**config.mk**
```make
export PLATFORM = sky130hd
export DESIGN_NAME = ioport_unit
export DESIGN_NICKNAME = d
export VERILOG_FILES = /design/src/rtl/ioport_pkg.sv /design/src/rtl/ioport_sync.sv /design/src/rtl/ioport_fsm.sv /design/src/rtl/ioport_regs.sv /design/src/rtl/ioport_unit.sv
export SDC_FILE = /design/constraint.sdc
export NUM_CORES = 1
export LEC_CHECK = 0
export BUFFER_PORTS_ARGS = -buffer_cell sky130_fd_sc_hd__clkbuf_2
export CAP_MARGIN = 10
export CORE_UTILIZATION = 50
export CTS_BUF_LIST = sky130_fd_sc_hd__clkbuf_2
export CTS_CLUSTER_DIAMETER = 200
export CTS_CLUSTER_SIZE = 25
export DETAILED_ROUTE_END_ITERATION = 7
export PLACE_DENSITY = 0.79
export SYNTH_ARGS = -nofsm -noshare
export SYNTH_HDL_FRONTEND = slang
export SYNTH_SLANG_ARGS = --single-unit
```
**constraint.sdc**
```tcl
create_clock -name clk -period 1.6 [get_ports clk]
set_input_delay 0.48 -clock clk [delete_from_list [all_inputs] [get_ports clk]]
set_output_delay 0.48 -clock clk [all_outputs]
set_load 0.01 [all_outputs]
```
**src/rtl/ioport_pkg.sv**
```systemverilog
package ioport_pkg;

    typedef enum logic [1:0] {
        ST_IDLE  = 2'd0,
        ST_READ  = 2'd1,
        ST_WRITE = 2'd2
    } port_state_e;

    localparam logic [3:0] OFS_PA_DATA = 4'h0;
    localparam logic [3:0] OFS_PA_DIR  = 4'h1;
    localparam logic [3:0] OFS_PB_PC   = 4'h2;

endpackage

```
**src/rtl/ioport_sync.sv**
```systemverilog
module ioport_sync #(
    parameter int W = 8
) (
    input  logic         clk,
    input  logic         rst_n,
    input  logic [W-1:0] d_async,
    output logic [W-1:0] d_sync
);
    logic [W-1:0] meta_q;
    logic [W-1:0] sync_q;

    always_ff @(posedge clk or negedge rst_n) begin
        if (!rst_n) begin
            meta_q <= '0;
            sync_q <= '0;
        end else begin
            meta_q <= d_async;
            sync_q <= meta_q;
        end
    end

    assign d_sync = sync_q;
endmodule

```
**src/rtl/ioport_fsm.sv**
```systemverilog
module ioport_fsm
    import ioport_pkg::*;
(
    input  logic clk,
    input  logic rst_n,
    input  logic sel,
    input  logic rd,
    input  logic wr,
    output logic wr_fire,
    output logic drive
);
    port_state_e state_q;
    port_state_e state_d;

    always_comb begin
        state_d = state_q;
        unique case (state_q)
            ST_IDLE: begin
                if (sel && wr)      state_d = ST_WRITE;  // accept-write
                else if (sel && rd) state_d = ST_READ;   // accept-read
            end
            ST_READ: begin
                if (!(sel && rd))   state_d = ST_IDLE;   // read-release
            end
            ST_WRITE: begin
                if (!wr)            state_d = ST_IDLE;   // write-release
            end
            default:                state_d = ST_IDLE;
        endcase
    end

    always_ff @(posedge clk or negedge rst_n) begin
        if (!rst_n) state_q <= ST_IDLE;
        else        state_q <= state_d;
    end

    always_comb begin
        wr_fire = 1'b0;
        drive   = 1'b0;
        unique case (state_q)
            ST_IDLE:  wr_fire = sel && wr;
            ST_READ:  drive   = 1'b1;
            ST_WRITE: ;
            default:  ;
        endcase
    end
endmodule

```
**src/rtl/ioport_regs.sv**
```systemverilog
module ioport_regs
    import ioport_pkg::*;
#(
    parameter int DW = 8,
    parameter int AW = 4
) (
    input  logic          clk,
    input  logic          rst_n,
    input  logic          wr_fire,
    input  logic [AW-1:0] addr,
    input  logic [DW-1:0] wdata,
    output logic [DW-1:0] pa_lat,
    output logic          pa_dir,
    output logic [DW-1:0] pb_q
);
    always_ff @(posedge clk or negedge rst_n) begin
        if (!rst_n) begin
            pa_lat <= '0;
            pa_dir <= 1'b0;
            pb_q   <= '0;
        end else if (wr_fire) begin
            unique case (addr)
                AW'(OFS_PA_DATA): pa_lat <= wdata;
                AW'(OFS_PA_DIR):  pa_dir <= wdata[0];
                AW'(OFS_PB_PC):   pb_q   <= wdata;
                default: ;
            endcase
        end
    end
endmodule

```
**src/rtl/ioport_unit.sv**
```systemverilog
module ioport_unit
    import ioport_pkg::*;
#(
    parameter int DW    = 8,
    parameter int AW    = 4,
    parameter int OUT_W = 4
) (
    input  logic             clk,
    input  logic             rst_n,
    input  logic             io_en,
    input  logic             win_sel,
    input  logic [AW-1:0]    addr_lo,
    input  logic             rd_stb,
    input  logic             wr_stb,
    input  logic [DW-1:0]    db_wr,
    output logic [DW-1:0]    db_rd,
    output logic             db_oe,
    input  logic [DW-1:0]    pa_in,
    output logic [OUT_W-1:0] pa_out,
    output logic             pa_oe,
    output logic [DW-1:0]    pb_out,
    input  logic [DW-1:0]    pc_in
);
    localparam int SYNC_W = 2 * DW;

    logic              sel;
    logic              wr_fire;
    logic              drive;
    logic [DW-1:0]     pa_lat;
    logic              pa_dir;
    logic [DW-1:0]     pb_q;
    logic [SYNC_W-1:0] pins_sync;
    logic [DW-1:0]     pa_s;
    logic [DW-1:0]     pc_s;

    assign sel = io_en && win_sel;

    ioport_sync #(.W(SYNC_W)) u_sync (
        .clk     (clk),
        .rst_n   (rst_n),
        .d_async ({pc_in, pa_in}),
        .d_sync  (pins_sync)
    );

    assign pa_s = pins_sync[DW-1:0];
    assign pc_s = pins_sync[SYNC_W-1:DW];

    ioport_fsm u_fsm (
        .clk     (clk),
        .rst_n   (rst_n),
        .sel     (sel),
        .rd      (rd_stb),
        .wr      (wr_stb),
        .wr_fire (wr_fire),
        .drive   (drive)
    );

    ioport_regs #(.DW(DW), .AW(AW)) u_regs (
        .clk     (clk),
        .rst_n   (rst_n),
        .wr_fire (wr_fire),
        .addr    (addr_lo),
        .wdata   (db_wr),
        .pa_lat  (pa_lat),
        .pa_dir  (pa_dir),
        .pb_q    (pb_q)
    );

    always_comb begin
        db_rd = '1;
        if (drive) begin
            unique case (addr_lo)
                AW'(OFS_PA_DATA): db_rd = pa_s;
                AW'(OFS_PB_PC):   db_rd = pc_s;
                default:          db_rd = '1;
            endcase
        end
    end

    assign db_oe  = drive;
    assign pa_out = pa_lat[OUT_W-1:0];
    assign pa_oe  = pa_dir;
    assign pb_out = pb_q;
endmodule

```
==> metrics <==
Die Ht=58.18 um; gr usage total=0.1648; Core ar.=3028 sq um; clk sinks=47; Worst-Skew Late Latency=0.40 ns; Worst setup SP type=register; via count=941; IO Port Bufs=55; Routed WL=2430 um; GRT overflow=0; Via density=4.568; HP Start=pa_in[6]; worst vdd ir=0.5788 mV; gpl congestion=0.6551; die width=58.18 um; commonest non-fill, non-tap cell in the layout=clkbuf_2; fin crit period=1.977 ns; slew margin rel.=0.7015; final worst-path cycle share=1.236; WL met2=1366 um; row count=20; endpoints failing hold=0; Root Buffer=clkbuf_2; Wirelength per Cell=11.80 um; Hold Path Class=in -> reg; max-slew violations=0; global-route wire length before repair=3939 um; status=finished with violations; Setup violations, final=9; CTS H-tree lvls=2; Fill cells=221; Area Growth Syn to Fin=33.47%; Starting Density=0.5211; r2r setup slk=0.12 ns; sequential fraction of the synthesis area=0.7454; HPWL Detailed=1827 um; largest net degree at the start of global routing=31; Pleak=1.089 nW; Critical Path Fanout Max=7; cell count after synthesis=91; skew final=0.006279 ns; synthesized net count=125; mapped cell area=1578 sq um; Post-layout nets=195; post-route setup slack=-0.3771 ns; Hold EP=u_sync.meta_q[6]; CTS tree=done; RSZ-0062 raised after global routing=true; number of global-route vias before repair=917; PD cells=939.9 nW/um^2; worst path arrival time=1.50 ns; most frequent cells in the layout=clkbuf_2 (53), dfrtp_1 (47), mux2_2 (12); die area=3384 sq um; Setup Crit Path Kind=reg -> out; highest routed layer=met4; met3 WL post-DR=130 um; M1 WL=868 um; failing checks=negative setup slack; Worst R2R Start=u_fsm.state_q[1]; R2R depth=4; DRC viols=0; FF-to-FF End=u_regs.pb_q[6]; Yosys Warn Count=0; drt initial violations=20; I/O pins=56; Place WS=-0.1829 ns; Antenna Cells=0; drt pass-1 iters=4; Netlist cell types=18; initial antenna violation count=0; CTS clk-pin slew, worst paths=0.20 ns; Crit. End Element=output pin; hold path cells=1; Syn Area/Cell=17.34 sq um; CTS buffer count=5; worst slew pin tran=0.4478 ns; Max Root-Sink Buffers=2; CP Data Required Time=1.12 ns; layout cells sized above 1=0.6296; final hold slack=0.1623 ns; Max-Cap Viols=0; Yosys reg bits=47; number of routed nets with antenna violations=0; fmax=0.5058 GHz
[final cells by class]
type	count	area (sq um)	share of cell area
sequential	47	1176	0.5585
tap	44	55.05	0.02614
clock inverter	2	12.51	0.005942
clock buffer	6	30.03	0.01426
multi-input combinational	41	401.6	0.1907
timing repair buffer	66	430.4	0.2044
[per-layer routing]
layer / up-vias / global-route usage
met2: 30 / 0.2677
met4: 0 / 0.07143
met3: 6 / 0.06027
met5: - / 0
li1: 446 / -
met1: 459 / 0.1994
[worst max path at each step]
stage / start / end / slack, ns
floorplan: addr_lo[0] / db_rd[0] / 0.02
global placement: addr_lo[0] / db_rd[1] / -0.15
detailed placement: addr_lo[0] / db_rd[5] / -0.18
CTS: u_fsm.state_q[0] / db_rd[2] / -0.38
global route: u_fsm.state_q[1] / db_rd[5] / -0.47
finish: u_fsm.state_q[1] / db_rd[5] / -0.38
[power breakdown]
part	internal [mW]	switching [mW]	total [mW]	leakage (nW)
Clock	0.111	0.336	0.448	0.0290
Sequential	1.27	0.0303	1.30	0.574
Combinational	0.122	0.108	0.230	0.486
Total	1.50	0.475	1.98	1.09
[stage by stage]
stage	instances	util	power, mW	TNS, ns	cell area (sq um)
floorplan	91	-	1.415	0	1578
detailed placement	194	0.6426	1.545	-2.372	1946
CTS	205	0.6686	1.992	-3.171	2024
global route	206	0.6955	2.099	-3.857	2106
finish	206	0.6955	1.979	-2.987	2106
global placement	194	0.6426	1.530	-1.378	1946
[critical path, stage by stage (launching register included)]
cell,delay (ns)
dfrtp_1,0.42
and2b_2,0.21
and2_4,0.15
buf_8,0.13
nand2_2,0.06
buf_6,0.13
[cell usage after synthesis]
cell / n / area share
buf_2: 1 / 0.0032
nor2b_1: 1 / 0.0040
nand4_1: 1 / 0.0040
o21a_1: 1 / 0.0048
dfrtp_1: 47 / 0.75
buf_6: 2 / 0.014
mux2i_1: 8 / 0.051
and2b_2: 1 / 0.0056
mux2_2: 13 / 0.093
nor3b_2: 1 / 0.0079
and3b_1: 1 / 0.0056
and3b_2: 1 / 0.0063
nand4_4: 1 / 0.013
nor2_1: 1 / 0.0024
and2_1: 1 / 0.0040
nand2_1: 8 / 0.019
nand3_2: 1 / 0.0063
nor3_4: 1 / 0.010
[registers in the layout, indices dropped and copies added, names as in the netlist]
| name | cells |
|---|---|
| u_fsm.state_q | 2 |
| u_sync.d_sync | 16 |
| u_regs.pa_dir | 1 |
| u_regs.pa_lat | 4 |
| u_sync.meta_q | 16 |
| u_regs.pb_q | 8 |
[logic make-up (layout without fill, tap and decap cells)]
group                  count (synthesis)  count (layout)  share of synthesized area
AOI/OAI and AO/OA                      1               1                   0.004760
DFF                                   47              47                     0.7454
muxes                                 21              21                     0.1435
buffers and inverters                  3              74                    0.01744
and+or+nand+nor                       19              19                    0.08883
[timing repair]
item,in CTS,in global routing
gates cloned,0,0
pin swaps,0,1
gates resized for setup,4,25
endpoints found under the hold margin,17,0
setup buffers,2,2
endpoints found under the setup margin,9,17
hold buffers,1,0
Power figures use the tool's default switching activity.
